$ cat config.mk
export PLATFORM = sky130hd
export DESIGN_NAME = gpio_ctrl
export DESIGN_NICKNAME = d
export VERILOG_FILES = /design/src/rtl/gpio_ctrl_pkg.sv /design/src/rtl/gpio_pin_cell.sv /design/src/rtl/gpio_irq_bank.sv /design/src/rtl/gpio_ctrl.sv
export SDC_FILE = /design/constraint.sdc
export NUM_CORES = 1
export LEC_CHECK = 0
export ABC_CLOCK_PERIOD_IN_PS = 4300
export BUFFER_PORTS_ARGS = -buffer_cell sky130_fd_sc_hd__buf_2
export CAP_MARGIN = 20
export CORE_ASPECT_RATIO = 0.8
export CORE_MARGIN = 5
export CORE_UTILIZATION = 55
export DETAILED_ROUTE_END_ITERATION = 6
export GPL_ROUTABILITY_DRIVEN = 0
export PLACE_DENSITY = 0.75
export SLEW_MARGIN = 0
export SYNTH_ARGS = -nofsm -noshare
export SYNTH_HDL_FRONTEND = slang
export SYNTH_SLANG_ARGS = --single-unit
$ cat constraint.sdc
create_clock -name clk_i -period 4.3 [get_ports clk_i]
set_input_delay 0.215 -clock clk_i [delete_from_list [all_inputs] [get_ports clk_i]]
set_output_delay 0.215 -clock clk_i [all_outputs]
set_load 0.03 [all_outputs]
$ cat src/rtl/gpio_ctrl_pkg.sv
package gpio_ctrl_pkg;

  localparam logic [7:0] PEND_BASE   = 8'h0B;
  localparam logic [7:0] MASK_BASE   = 8'h19;
  localparam logic [7:0] AUX_BASE    = 8'h1B;
  localparam logic [7:0] OUT_BASE    = 8'h2B;
  localparam logic [7:0] IN_BASE     = 8'h33;
  localparam logic [7:0] BANK_STRIDE = 8'h10;
  localparam logic [7:0] PANEL_ADDR  = 8'h52;

  localparam int unsigned CFG_BITS = 6;

  typedef enum logic [1:0] {
    EDGE_OFF  = 2'd0,
    EDGE_FALL = 2'd1,
    EDGE_RISE = 2'd2,
    EDGE_BOTH = 2'd3
  } edge_mode_e;

  function automatic logic [7:0] out_addr(int unsigned bank, int unsigned idx);
    return 8'(OUT_BASE + bank * BANK_STRIDE + idx);
  endfunction

  function automatic logic [7:0] in_addr(int unsigned bank, int unsigned idx);
    return 8'(IN_BASE + bank * BANK_STRIDE + idx);
  endfunction

  function automatic logic [7:0] pend_addr(int unsigned bank);
    return 8'(PEND_BASE + bank);
  endfunction

  function automatic logic [7:0] mask_addr(int unsigned bank);
    return 8'(MASK_BASE + bank);
  endfunction

  function automatic logic [7:0] aux_addr(int unsigned bank);
    return 8'(AUX_BASE + bank);
  endfunction

endpackage

$ cat src/rtl/gpio_pin_cell.sv
module gpio_pin_cell
  import gpio_ctrl_pkg::*;
#(
  parameter int unsigned SYNC_STAGES = 2
) (
  input  logic                clk_i,
  input  logic                rst_ni,
  input  logic                pad_i,
  input  logic                out_we_i,
  input  logic [CFG_BITS-1:0] out_wdata_i,
  input  logic                in_we_i,
  input  logic [1:0]          mode_wdata_i,
  output logic [7:0]          out_cfg_o,
  output logic [7:0]          in_cfg_o,
  output logic                edge_o,
  output logic                pad_o,
  output logic                pad_oe_o,
  output logic                pull_en_o,
  output logic [1:0]          pull_sel_o
);

  localparam int unsigned LVL_BIT  = 0;
  localparam int unsigned PEN_BIT  = 3;
  localparam int unsigned OD_BIT   = 4;
  localparam int unsigned DIR_BIT  = 5;

  logic [CFG_BITS-1:0]    cfg_q;
  edge_mode_e             mode_q;
  logic [SYNC_STAGES-1:0] sync_q;
  logic                   prev_q;
  logic                   level;
  logic                   rise, fall;

  assign level = sync_q[SYNC_STAGES-1];

  always_ff @(posedge clk_i or negedge rst_ni) begin
    if (!rst_ni) begin
      cfg_q  <= '0;
      mode_q <= EDGE_OFF;
      sync_q <= '0;
      prev_q <= 1'b0;
    end else begin
      if (out_we_i) cfg_q <= out_wdata_i;
      if (in_we_i)  mode_q <= edge_mode_e'(mode_wdata_i);
      sync_q <= {sync_q[SYNC_STAGES-2:0], pad_i};
      prev_q <= level;
    end
  end

  assign rise = level & ~prev_q;
  assign fall = ~level & prev_q;

  always_comb begin
    unique case (mode_q)
      EDGE_FALL: edge_o = fall;
      EDGE_RISE: edge_o = rise;
      EDGE_BOTH: edge_o = rise | fall;
      default:   edge_o = 1'b0;
    endcase
  end

  // open-drain: only a low level is actively driven
  assign pad_o      = cfg_q[LVL_BIT];
  assign pad_oe_o   = cfg_q[DIR_BIT] & (~cfg_q[OD_BIT] | ~cfg_q[LVL_BIT]);
  assign pull_en_o  = cfg_q[PEN_BIT];
  assign pull_sel_o = cfg_q[2:1];

  assign out_cfg_o = {2'b00, cfg_q};
  assign in_cfg_o  = {5'b00000, mode_q, level};

endmodule

$ cat src/rtl/gpio_irq_bank.sv
module gpio_irq_bank #(
  parameter int unsigned WIDTH = 8
) (
  input  logic             clk_i,
  input  logic             rst_ni,
  input  logic [WIDTH-1:0] edge_i,
  input  logic             pend_we_i,
  input  logic             mask_we_i,
  input  logic             aux_we_i,
  input  logic [WIDTH-1:0] wdata_i,
  output logic [WIDTH-1:0] pend_o,
  output logic [WIDTH-1:0] mask_o,
  output logic [WIDTH-1:0] aux_o
);

  logic [WIDTH-1:0] ack;

  assign ack = pend_we_i ? wdata_i : '0;

  always_ff @(posedge clk_i or negedge rst_ni) begin
    if (!rst_ni) begin
      pend_o <= '0;
      mask_o <= '1;
      aux_o  <= '1;
    end else begin
      // a fresh edge outranks a simultaneous clear
      pend_o <= (pend_o & ~ack) | edge_i;
      if (mask_we_i) mask_o <= wdata_i;
      if (aux_we_i)  aux_o  <= wdata_i;
    end
  end

endmodule

$ cat src/rtl/gpio_ctrl.sv
module gpio_ctrl
  import gpio_ctrl_pkg::*;
#(
  parameter int unsigned NUM_BANKS     = 2,
  parameter int unsigned PINS_PER_BANK = 8,
  parameter int unsigned SYNC_STAGES   = 2
) (
  input  logic                                   clk_i,
  input  logic                                   rst_ni,
  input  logic [7:0]                             addr_i,
  input  logic                                   wr_en_i,
  input  logic [7:0]                             wdata_i,
  output logic [7:0]                             rdata_o,
  input  logic [NUM_BANKS*PINS_PER_BANK-1:0]     pin_i,
  output logic [NUM_BANKS*PINS_PER_BANK-1:0]     pin_o,
  output logic [NUM_BANKS*PINS_PER_BANK-1:0]     pin_oe_o,
  output logic [NUM_BANKS*PINS_PER_BANK-1:0]     pull_en_o,
  output logic [2*NUM_BANKS*PINS_PER_BANK-1:0]   pull_sel_o,
  output logic                                   panel_o,
  output logic                                   irq_o
);

  localparam int unsigned NUM_PINS = NUM_BANKS * PINS_PER_BANK;

  logic [7:0]          out_cfg [NUM_PINS];
  logic [7:0]          in_cfg  [NUM_PINS];
  logic [NUM_PINS-1:0] edge_hit;
  logic [NUM_PINS-1:0] pend_vec, mask_vec, aux_vec;
  logic [7:0]          panel_q;

  for (genvar i = 0; i < NUM_PINS; i++) begin : g_pin
    localparam int unsigned BANK = i / PINS_PER_BANK;
    localparam int unsigned IDX  = i % PINS_PER_BANK;
    gpio_pin_cell #(.SYNC_STAGES(SYNC_STAGES)) u_pin (
      .clk_i        (clk_i),
      .rst_ni       (rst_ni),
      .pad_i        (pin_i[i]),
      .out_we_i     (wr_en_i && (addr_i == out_addr(BANK, IDX))),
      .out_wdata_i  (wdata_i[CFG_BITS-1:0]),
      .in_we_i      (wr_en_i && (addr_i == in_addr(BANK, IDX))),
      .mode_wdata_i (wdata_i[2:1]),
      .out_cfg_o    (out_cfg[i]),
      .in_cfg_o     (in_cfg[i]),
      .edge_o       (edge_hit[i]),
      .pad_o        (pin_o[i]),
      .pad_oe_o     (pin_oe_o[i]),
      .pull_en_o    (pull_en_o[i]),
      .pull_sel_o   (pull_sel_o[2*i +: 2])
    );
  end

  for (genvar b = 0; b < NUM_BANKS; b++) begin : g_bank
    gpio_irq_bank #(.WIDTH(PINS_PER_BANK)) u_bank (
      .clk_i     (clk_i),
      .rst_ni    (rst_ni),
      .edge_i    (edge_hit[b*PINS_PER_BANK +: PINS_PER_BANK]),
      .pend_we_i (wr_en_i && (addr_i == pend_addr(b))),
      .mask_we_i (wr_en_i && (addr_i == mask_addr(b))),
      .aux_we_i  (wr_en_i && (addr_i == aux_addr(b))),
      .wdata_i   (wdata_i[PINS_PER_BANK-1:0]),
      .pend_o    (pend_vec[b*PINS_PER_BANK +: PINS_PER_BANK]),
      .mask_o    (mask_vec[b*PINS_PER_BANK +: PINS_PER_BANK]),
      .aux_o     (aux_vec[b*PINS_PER_BANK +: PINS_PER_BANK])
    );
  end

  always_ff @(posedge clk_i or negedge rst_ni) begin
    if (!rst_ni) panel_q <= 8'h00;
    else if (wr_en_i && (addr_i == PANEL_ADDR)) panel_q <= wdata_i;
  end

  always_comb begin
    rdata_o = 8'h00;
    for (int b = 0; b < NUM_BANKS; b++) begin
      if (addr_i == pend_addr(b)) rdata_o = 8'(pend_vec[b*PINS_PER_BANK +: PINS_PER_BANK]);
      if (addr_i == mask_addr(b)) rdata_o = 8'(mask_vec[b*PINS_PER_BANK +: PINS_PER_BANK]);
      if (addr_i == aux_addr(b))  rdata_o = 8'(aux_vec[b*PINS_PER_BANK +: PINS_PER_BANK]);
    end
    for (int i = 0; i < NUM_PINS; i++) begin
      if (addr_i == out_addr(i / PINS_PER_BANK, i % PINS_PER_BANK)) rdata_o = out_cfg[i];
      if (addr_i == in_addr(i / PINS_PER_BANK, i % PINS_PER_BANK))  rdata_o = in_cfg[i];
    end
    if (addr_i == PANEL_ADDR) rdata_o = panel_q;
  end

  assign panel_o = panel_q[0];
  assign irq_o   = |(pend_vec & ~mask_vec);

endmodule

==> results of run 1 <==
[kinds of logic after synthesis]
group	share of synthesized area (%)
compound gates	12.6
xor+xnor	0.0711
fa+ha+maj	3.25
buf+inv	9.07
flops	47.4
mux	17.2
simple gates	10.4
[how the worst min path moves through the flow]
stage | startpoint | end | slack (ns) | depth (start not counted)
6_report | wdata_i[7] | g_bank[0].u_bank.mask_o[7]$_DFFE_PN1P_ | 0.11 | 2
5_1_grt | wdata_i[7] | g_bank[0].u_bank.aux_o[7]$_DFFE_PN1P_ | 0.11 | 2
4_1_cts | wdata_i[7] | panel_q[7]$_DFFE_PN0P_ | 0.09 | 2
3_5_place_dp | pin_i[2] | g_pin[2].u_pin.sync_q[0]$_DFF_PN0_ | 0.32 | 1
3_3_place_gp | pin_i[14] | g_pin[14].u_pin.sync_q[0]$_DFF_PN0_ | 0.32 | 1
2_1_floorplan | rst_ni | g_bank[0].u_bank.pend_o[0]$_DFF_PN0_ | -0.08 | 0
[routing by layer]
layer	vias to the layer above	global-route usage, %	share of wire [%]
met2	683	42.5	42
met5	-	0	0
met4	0	7.73	3.8
li1	4019	-	-
met3	134	6.92	12
met1	4784	42.1	42
[worst reg2reg max path, cell delays in order, from the launching register on]
cell	delay [ns]
dfrtp_1	0.45
ha_1	0.31
mux2i_1	0.08
a221o_1	0.35
[Yosys cell counts (all sizes together), types with 16 or more instances]
library cell  number
ha                32
buf              104
mux2i             20
a21boi            16
o22ai             17
o21ai             17
clkbuf            28
nor2              56
dfstp             32
mux2             170
a221oi            23
a22oi             20
nor3              21
nand3             26
dfrtp            200
a21oi             28
inv               71
nand2             84
[state kept, by name, indices dropped and copies added, names as in the netlist]
name	count
g_bank.u_bank.mask_o	16
g_pin.u_pin.sync_q	32
g_pin.u_pin.cfg_q	96
g_bank.u_bank.pend_o	16
panel_q	8
g_pin.u_pin.mode_q	32
g_pin.u_pin.prev_q	16
g_bank.u_bank.aux_o	16
[power groups by stage]
stage | clock network (µW) | logic [µW] | registers [µW]
floorplan | 0 | 387 | 2440
global placement | 0 | 495 | 2520
detailed placement | 0 | 510 | 2530
CTS | 2030 | 523 | 2490
global route | 2120 | 567 | 2510
finish | 2000 | 525 | 2500
[stage by stage]
| step | hold WS [ns] | util, % |
|---|---|---|
| final | 0.110 | 60.5 |
| after global placement | 0.323 | 56.3 |
| after floorplan | -0.0806 | - |
| after global routing | 0.111 | 60.5 |
| after detailed placement | 0.324 | 56.3 |
| after CTS | 0.0897 | 60.5 |
[cell type report]
| class | count | area, µm² | share of cell area, % |
|---|---|---|---|
| sequential | 232 | 5850 | 43.4 |
| multi-input combinational | 675 | 5360 | 39.8 |
| timing repair buffer | 146 | 851 | 6.32 |
| clock buffer | 32 | 669 | 4.97 |
| tap | 306 | 383 | 2.84 |
| inverter | 71 | 267 | 1.98 |
| clock inverter | 10 | 85.1 | 0.632 |
| antenna | 1 | 2.50 | 0.0186 |
==> flow_metrics.env, run 1 <==
export IMPL_outcome="finished with violations"
export IMPL_violations="design-rule violations"
export IMPL_postCtsSetupBuffers=0
export IMPL_regToRegEndpoint="g_bank[0].u_bank.pend_o[1]$_DFF_PN0_"
export IMPL_grt_pass1_wl_um=56000
export IMPL_die_x_um=177
export IMPL_instances_no_fill=1473
export IMPL_route_detailed_drc=9
export IMPL_mostFrequentLayoutCells="dfrtp_1, mux2_2, buf_2"
export IMPL_synth_main_ff_cell="dfrtp_1"
export IMPL_finalHoldViolCount=0
export IMPL_switching_share_pct=27.0
export IMPL_finish_instance_area_um2=13500
export IMPL_grt_ovfl_total=0
export IMPL_setup_viol=0
export IMPL_port_buffers=124
export IMPL_ys_types=73
export IMPL_rsz0062_at_grt="false"
export IMPL_setup_ws_ns=0.995
export IMPL_finalSetupTns_ns=0
export IMPL_critPathLaunch="addr_i[1]"
export IMPL_grt_max_degree=117
export IMPL_leakage_uw=0.00652
export IMPL_dp_cells=1413
export IMPL_area_growth_pct=9.25
export IMPL_crit_chain="buf_2 > nor2b_1 > nand2_1 > o22ai_1 > a21oi_1 > a211oi_1 > o211ai_1 > a211o_1 > buf_2"
export IMPL_ctsHoldBuffers=17
export IMPL_syn_inst=1110
export IMPL_antenna_found_initial=0
export IMPL_die_h_um=144
export IMPL_switchingPower_uw=1360
export IMPL_power_uw=5030
export IMPL_rr_worst_depth=3
export IMPL_skew_ns=0.0157
export IMPL_clk_pin_slew_ns=0.06
export IMPL_synth_top_area_share_pct=40.6
export IMPL_cp_buffers_inverters=2
export IMPL_max_slew_worst_pin_slew_ns=0.971
export IMPL_max_slew_margin_pct=35.1
export IMPL_clkSinkCount=232
export IMPL_row_count=49
export IMPL_pre_cts_slack_ns=1.15
export IMPL_placed_cell_area_um2=12500
export IMPL_maxCapViolations=0
export IMPL_p_clk_share_pct=39.8
export IMPL_synth_top_cell_by_area="dfrtp_1"
export IMPL_grt_use_total_pct=28.6
export IMPL_combPwrFrac_pct=10.4
export IMPL_initial_core_util_pct=55.4
export IMPL_yosysSeqAreaShare_pct=47.4
export IMPL_synth_area_leaders="dfrtp_1, mux2_2, dfstp_2"
export IMPL_route_detailed_wl_per_inst_um=24.8
export IMPL_core_um2=22300
export IMPL_crit_path_end_kind="primary output"
export IMPL_first_pass_iters=7
export IMPL_wl_um=36600
export IMPL_synth_warning_count=0
export IMPL_p_int_uw=3670
export IMPL_r2r_slack_ns=3.00
export IMPL_fin_crit_sh_pct=76.9
export IMPL_vias=9620
export IMPL_arrival_ns=3.09
export IMPL_synth_edf_count=0
export IMPL_startpoint_type="input pin"
export IMPL_power_frac_seq_pct=49.8
export IMPL_antenna_left=0
export IMPL_tritoncts="built"
export IMPL_power_density_nw_per_um2=374
export IMPL_r2r_start="g_pin[1].u_pin.sync_q[1]$_DFF_PN0_"
export IMPL_cts_buffer_depth=3
export IMPL_dieArea_um2=25500
export IMPL_crit_fanout=34
export IMPL_crit_family="simple AND/OR/NAND/NOR gates"
export IMPL_period_needed_ns=3.30
export IMPL_synth_area_um2=12300
export IMPL_finalMaxSlewViolations=0
export IMPL_drtIter0Drc=1472
export IMPL_syn_num_nets=1177
export IMPL_critPathMaxStageDelay_ns=0.85
export IMPL_crit_cells=9
export IMPL_cts_resized=0
export IMPL_crit_type="in2out"
export IMPL_slowest_stage="nor2b_1"
export IMPL_fmax_ghz=0.303
export IMPL_pin_count=125
export IMPL_endpoint="rdata_o[1]"
export IMPL_clk_latency_ns=0.52
export IMPL_crit_top_cell="buf_2"
export IMPL_avgSynthCellArea_um2=11.1
export IMPL_cts_made_buffers=23
export IMPL_layout_commonest_cell="dfrtp_1"
export IMPL_viasPerCell=6.53
export IMPL_grt_pass1_vias=9200
export IMPL_ys_seq_elements=232
export IMPL_dp_final_hpwl_um=25900
export IMPL_fillers=1821
export IMPL_min_path_type="in2reg"
export IMPL_drive_gt1_share_pct=33.6
export IMPL_cts_root_buf="clkbuf_16"
export IMPL_async_reset_ff_share_pct=100
export IMPL_worst_ep_required_time_ns=4.09
export IMPL_cts_htree_levels=1
export IMPL_nets=1216
export IMPL_peakVddDrop_v=0.000315
No activity file was read; power rests on OpenSTA's default activity.
==> inputs of run 2 (changes only) <==
ABC_CLOCK_PERIOD_IN_PS = 3050   (was 4300)
clock period = 3.05 ns   (was 4.3 ns; I/O delays follow)
==> run 2 against run 1 <==
The flow still finishes with violations (design-rule violations). Clock power rose by 32%. Worst setup slack got worse by 0.86 ns. Global-route usage decreased by 0.19 points. Critical path depth unchanged. Combinational power rose by 44%. First-iteration DRC count down 17%.
==> flow_metrics.env, run 2 (synthesis results as in run 1) <==
export IMPL_n_antenna_cell=0
export IMPL_crit_path_end_kind="primary output"
export IMPL_clk_latency_ns=0.52
export IMPL_top_usage_layer="met2"
export IMPL_max_slew_margin_pct=43.9
export IMPL_port_buffers=124
export IMPL_grt_pass1_wl_um=55300
export IMPL_min_path_type="in2reg"
export IMPL_layout_commonest_cell="dfrtp_1"
export IMPL_crit_type="in2out"
export IMPL_power_frac_seq_pct=51.0
export IMPL_initial_core_util_pct=55.4
export IMPL_maxCapViolations=0
export IMPL_switchingPower_uw=1880
export IMPL_vias=9591
export IMPL_antenna_left=0
export IMPL_worst_ep_required_time_ns=2.90
export IMPL_cts_made_buffers=23
export IMPL_die_x_um=177
export IMPL_setup_ws_ns=0.130
export IMPL_finalHoldViolCount=0
export IMPL_placed_cell_area_um2=12700
export IMPL_r2r_start="g_pin[1].u_pin.sync_q[1]$_DFF_PN0_"
export IMPL_antenna_found_initial=2
export IMPL_clkSinkCount=232
export IMPL_reg_top3="g_pin.u_pin.cfg_q (96), g_pin.u_pin.mode_q (32), g_pin.u_pin.sync_q (32)"
export IMPL_max_slew_worst_pin_slew_ns=0.842
export IMPL_crit_fanout=24
export IMPL_wl_um=36900
export IMPL_fmax_ghz=0.343
export IMPL_grt_use_total_pct=28.4
export IMPL_startpoint_type="input pin"
export IMPL_viasPerCell=6.42
export IMPL_row_count=49
export IMPL_min_to="g_bank[1].u_bank.aux_o[7]$_DFFE_PN1P_"
export IMPL_skew_ns=0.0175
export IMPL_area_growth_pct=10.2
export IMPL_die_h_um=144
export IMPL_first_pass_iters=7
export IMPL_switching_share_pct=27.2
export IMPL_outcome="finished with violations"
export IMPL_globalRouteMet1Util_pct=41.4
export IMPL_top_register="g_pin.u_pin.cfg_q"
export IMPL_rr_worst_depth=3
export IMPL_clk_pin_slew_ns=0.06
export IMPL_pin_count=125
export IMPL_cts_buffer_depth=3
export IMPL_grt_pass1_vias=9124
export IMPL_largest_reg_flops=96
export IMPL_power_density_nw_per_um2=510
export IMPL_period_needed_ns=2.92
export IMPL_drtIter0Drc=1229
export IMPL_grt_use_met2_pct=41.7
export IMPL_mostFrequentLayoutCells="dfrtp_1, mux2_2, buf_2"
export IMPL_tritoncts="built"
export IMPL_route_detailed_drc=12
export IMPL_cts_htree_levels=1
export IMPL_use_met3_pct=6.97
export IMPL_drive_gt1_share_pct=34.5
export IMPL_leakage_uw=0.00660
export IMPL_setup_viol=0
export IMPL_finish_instance_area_um2=13600
export IMPL_dieArea_um2=25500
export IMPL_pre_cts_slack_ns=0.174
export IMPL_violations="design-rule violations"
export IMPL_fin_crit_sh_pct=95.7
export IMPL_postCtsSetupBuffers=0
export IMPL_grt_max_degree=89
export IMPL_p_clk_share_pct=38.1
export IMPL_nets=1241
export IMPL_p_int_uw=5050
export IMPL_regToRegEndpoint="g_bank[0].u_bank.pend_o[1]$_DFF_PN0_"
export IMPL_holdPathStages=2
export IMPL_fillers=1825
export IMPL_peakVddDrop_v=0.000343
export IMPL_combPwrFrac_pct=10.9
export IMPL_route_detailed_wl_per_inst_um=24.7
export IMPL_finalMaxSlewViolations=0
export IMPL_arrival_ns=2.77
export IMPL_holdCritStartpoint="wdata_i[7]"
export IMPL_grt_ovfl_total=0
export IMPL_cts_root_buf="clkbuf_16"
export IMPL_dp_final_hpwl_um=26900
export IMPL_core_um2=22300
export IMPL_r2r_slack_ns=1.76
==> run 2: changes by cell type in the layout (fill, tap and decap cells not counted), sizes merged <==
cell,change
buf,+25
clkinv,-5
clkbuf,+3
bufinv,-1
clkinvlp,-1
diode,-1
==> run 2: cell type report <==
| class | instances | area [µm²] | area share (%) |
|---|---|---|---|
| Sequential cell | 232 | 5850 | 43.0 |
| Timing Repair Buffer | 171 | 1040 | 7.65 |
| Inverter | 71 | 267 | 1.96 |
| Multi-Input combinational cell | 675 | 5370 | 39.5 |
| Clock buffer | 35 | 661 | 4.87 |
| Tap cell | 306 | 383 | 2.82 |
| Clock inverter | 3 | 18.8 | 0.138 |
==> run 2: worst max-delay path by stage <==
stage / from / end / slack, ns / cells past startpoint
finish: addr_i[4] / rdata_o[2] / 0.13 / 9
global route: addr_i[4] / rdata_o[2] / -0.007 / 9
CTS: addr_i[4] / rdata_o[1] / 0.15 / 9
detailed placement: addr_i[4] / rdata_o[1] / 0.17 / 9
global placement: addr_i[4] / rdata_o[1] / 0.13 / 9
floorplan: addr_i[7] / rdata_o[0] / 0.86 / 9
==> run 2: worst max-delay path, stage by stage <==
cell       delay [ns]
buf_2            0.32
nand4bb_1        0.45
nor3_1           0.60
a22oi_1          0.19
a211oi_1         0.27
o21ai_0          0.11
a41oi_1          0.26
a211o_1          0.19
buf_2            0.21
==> run 2: power groups by stage <==
stage / Sequential (µW) / Combinational (µW) / Clock, µW
floorplan: 3440 / 545 / 0
global placement: 3560 / 710 / 0
detailed placement: 3570 / 727 / 0
CTS: 3520 / 749 / 2670
global route: 3540 / 815 / 2790
finish: 3540 / 755 / 2640
==> run 2: through the flow <==
step | power (µW) | TNS [ns] | utilization, % | hold slack [ns] | cells
2_1_floorplan | 3990 | 0 | - | -0.143 | 1110
3_3_place_gp | 4270 | 0 | 57.2 | 0.209 | 1438
3_5_place_dp | 4290 | 0 | 57.2 | 0.207 | 1438
4_1_cts | 6940 | 0 | 61.0 | 0.0209 | 1493
5_1_grt | 7150 | -0.00690 | 61.0 | 0.0475 | 1493
6_report | 6930 | 0 | 61.0 | 0.0382 | 1493
==> run 2: layer usage <==
layer / vias up / share of wire, % / routed length [µm]
met4: 4 / 4.5 / 1670
met3: 130 / 12 / 4270
li1: 4066 / - / -
met5: - / 0.057 / 21
met2: 614 / 42 / 15500
met1: 4777 / 42 / 15500
==> run 2: repair_timing <==
| item | in CTS | in global routing |
|---|---|---|
| endpoints found under the setup margin | 0 | 1 |
| resized for setup | 0 | 1 |
| hold buffers | 17 | 0 |
| hold endpoints to repair | 98 | 0 |
==> inputs of run 3 (changes only) <==
BUFFER_PORTS_ARGS = unset   (was -buffer_cell sky130_fd_sc_hd__buf_2)
DONT_BUFFER_PORTS = 1   (was unset)
PLACE_DENSITY = 0.7   (was 0.75)
==> run 3 against run 2 <==
The flow finishes with violations (negative hold slack). Core utilization down 1.5 points. Maximum frequency up 0.47%. Via count down 4.2%. Global-route usage up 0.54 points. First-iteration DRC count up 11%. Largest power group unchanged.
==> flow_metrics.env, run 3 (synthesis results as in run 1) <==
export IMPL_crit_fanout=3
export IMPL_critPathLaunch="g_pin[3].u_pin.cfg_q[3]$_DFFE_PN0P_"
export IMPL_drive_gt1_share_pct=27.2
export IMPL_core_um2=22300
export IMPL_nets=1131
export IMPL_tritoncts="built"
export IMPL_dp_final_hpwl_um=26000
export IMPL_outcome="finished with violations"
export IMPL_max_slew_margin_pct=20.2
export IMPL_fmax_ghz=0.344
export IMPL_placed_cell_area_um2=12100
export IMPL_grt_max_degree=233
export IMPL_top_register="g_pin.u_pin.cfg_q"
export IMPL_grt_ovfl_total=0
export IMPL_maxCapViolations=0
export IMPL_pin_count=125
export IMPL_reg_top3="g_pin.u_pin.cfg_q (96), g_pin.u_pin.mode_q (32), g_pin.u_pin.sync_q (32)"
export IMPL_cts_root_buf="clkbuf_16"
export IMPL_clk_latency_ns=0.54
export IMPL_finalHoldViolCount=232
export IMPL_die_h_um=144
export IMPL_viasPerCell=6.62
export IMPL_initial_core_util_pct=55.4
export IMPL_clkSinkCount=232
export IMPL_cts_made_buffers=24
export IMPL_worst_ep_required_time_ns=2.90
export IMPL_antenna_found_initial=1
export IMPL_finalMaxSlewViolations=0
export IMPL_leakage_uw=0.00611
export IMPL_hold_ws_ns=-0.664
export IMPL_route_detailed_drc=0
export IMPL_largest_reg_flops=96
export IMPL_cts_htree_levels=1
export IMPL_row_count=49
export IMPL_fin_crit_sh_pct=95.3
export IMPL_period_needed_ns=2.91
export IMPL_min_path_type="in2async"
export IMPL_vias=9185
export IMPL_rsz0062_at_grt="false"
export IMPL_crit_type="reg2out"
export IMPL_endpoint="rdata_o[3]"
export IMPL_antenna_left=0
export IMPL_r2r_slack_ns=1.48
export IMPL_area_growth_pct=7.41
export IMPL_startpoint_type="flip-flop"
export IMPL_mostFrequentLayoutCells="dfrtp_1, mux2_2, nand2_1"
export IMPL_peakVddDrop_v=0.000511
export IMPL_crit_path_end_kind="primary output"
export IMPL_layout_commonest_cell="dfrtp_1"
export IMPL_grt_use_total_pct=28.9
export IMPL_finalSetupTns_ns=0
export IMPL_dieArea_um2=25500
export IMPL_setup_viol=0
export IMPL_first_pass_iters=7
export IMPL_route_detailed_wl_per_inst_um=26.8
export IMPL_ctsHoldBuffers=31
export IMPL_clk_pin_slew_ns=0.06
export IMPL_wl_um=37200
export IMPL_arrival_ns=2.75
export IMPL_violations="negative hold slack"
export IMPL_r2r_start="g_pin[2].u_pin.cfg_q[0]$_DFFE_PN0P_"
export IMPL_rr_worst_depth=2
export IMPL_power_density_nw_per_um2=532
export IMPL_grt_pass1_vias=8787
export IMPL_skew_ns=0.0213
export IMPL_port_buffers=0
export IMPL_cts_buffer_depth=3
export IMPL_finish_instance_area_um2=13200
export IMPL_grt_pass1_wl_um=56200
export IMPL_postCtsSetupBuffers=0
export IMPL_die_x_um=177
export IMPL_drtIter0Drc=1364
export IMPL_max_slew_worst_pin_slew_ns=1.19
export IMPL_regToRegEndpoint="g_pin[2].u_pin.cfg_q[0]$_DFFE_PN0P_"
[run 3: cell types whose count changed in the layout (fill, tap and decap cells not counted), sizes merged]
cell and change:
clkinv +4, bufinv +2, diode +1, inv -1
dlygate4sd3 +9, buf -120, clkinvlp +2, clkbuf -2
[run 3: worst max-delay path, stage by stage, from the launching register on]
cell      delay (ns)
dfrtp_1         0.51
mux2_2          0.35
a22oi_1         0.14
o21ai_0         0.15
a221oi_2        0.28
nand4_1         0.30
a211o_2         0.49
[run 3: per-layer routing]
metal | vias to the layer above | routed length [µm] | GRT usage (%)
li1 | 3858 | - | -
met1 | 4614 | 15500 | 42.9
met2 | 609 | 15800 | 42.1
met3 | 104 | 4500 | 7.57
met4 | 0 | 1380 | 8.30
met5 | - | 0 | 0
[run 3: how the worst min path moves through the flow]
stage	startpoint	end	slack (ns)	depth (start not counted)
global placement	rst_ni	g_pin[8].u_pin.sync_q[0]$_DFF_PN0_	-0.13	0
detailed placement	rst_ni	g_pin[7].u_pin.cfg_q[0]$_DFFE_PN0P_	-0.13	0
floorplan	rst_ni	g_bank[0].u_bank.pend_o[0]$_DFF_PN0_	-0.14	0
global route	rst_ni	g_pin[5].u_pin.mode_q[0]$_DFFE_PN0P_	-0.69	0
CTS	rst_ni	g_pin[6].u_pin.prev_q$_DFF_PN0_	-0.69	0
finish	rst_ni	g_bank[0].u_bank.pend_o[6]$_DFF_PN0_	-0.66	0
[run 3: cell type report]
cell class / count / area [µm²]
Fill cell: 1847 / 9020
Sequential cell: 232 / 5850
Multi-Input combinational cell: 675 / 5370
Clock buffer: 33 / 654
Timing Repair Buffer: 60 / 603
Tap cell: 306 / 383
Inverter: 71 / 267
Clock inverter: 10 / 114
Antenna cell: 1 / 2.50
[run 3: where the power goes]
part,switching (µW),internal [µW]
clock,1230,1670
combinational,269,257
sequential,335,3280
total,1830,5210
[run 3: timing repair]
action / 4_1_cts / 5_1_grt
setup endpoints to repair: 0 / 1
hold endpoints to repair: 430 / 232
gates resized for setup: 0 / 2
[run 3: stage by stage]
stage / worst slack [ns] / cells / power (µW) / util [%] / hold slack (ns)
6_report: 0.144 / 1388 / 7040 / 59.5 / -0.664
5_1_grt: 0.0443 / 1388 / 7250 / 59.5 / -0.692
4_1_cts: 0.0972 / 1387 / 7060 / 59.4 / -0.689
3_5_place_dp: 0.523 / 1313 / 4070 / 54.4 / -0.126
3_3_place_gp: 0.583 / 1313 / 4060 / 54.4 / -0.126
2_1_floorplan: 0.859 / 1110 / 3990 / - / -0.143
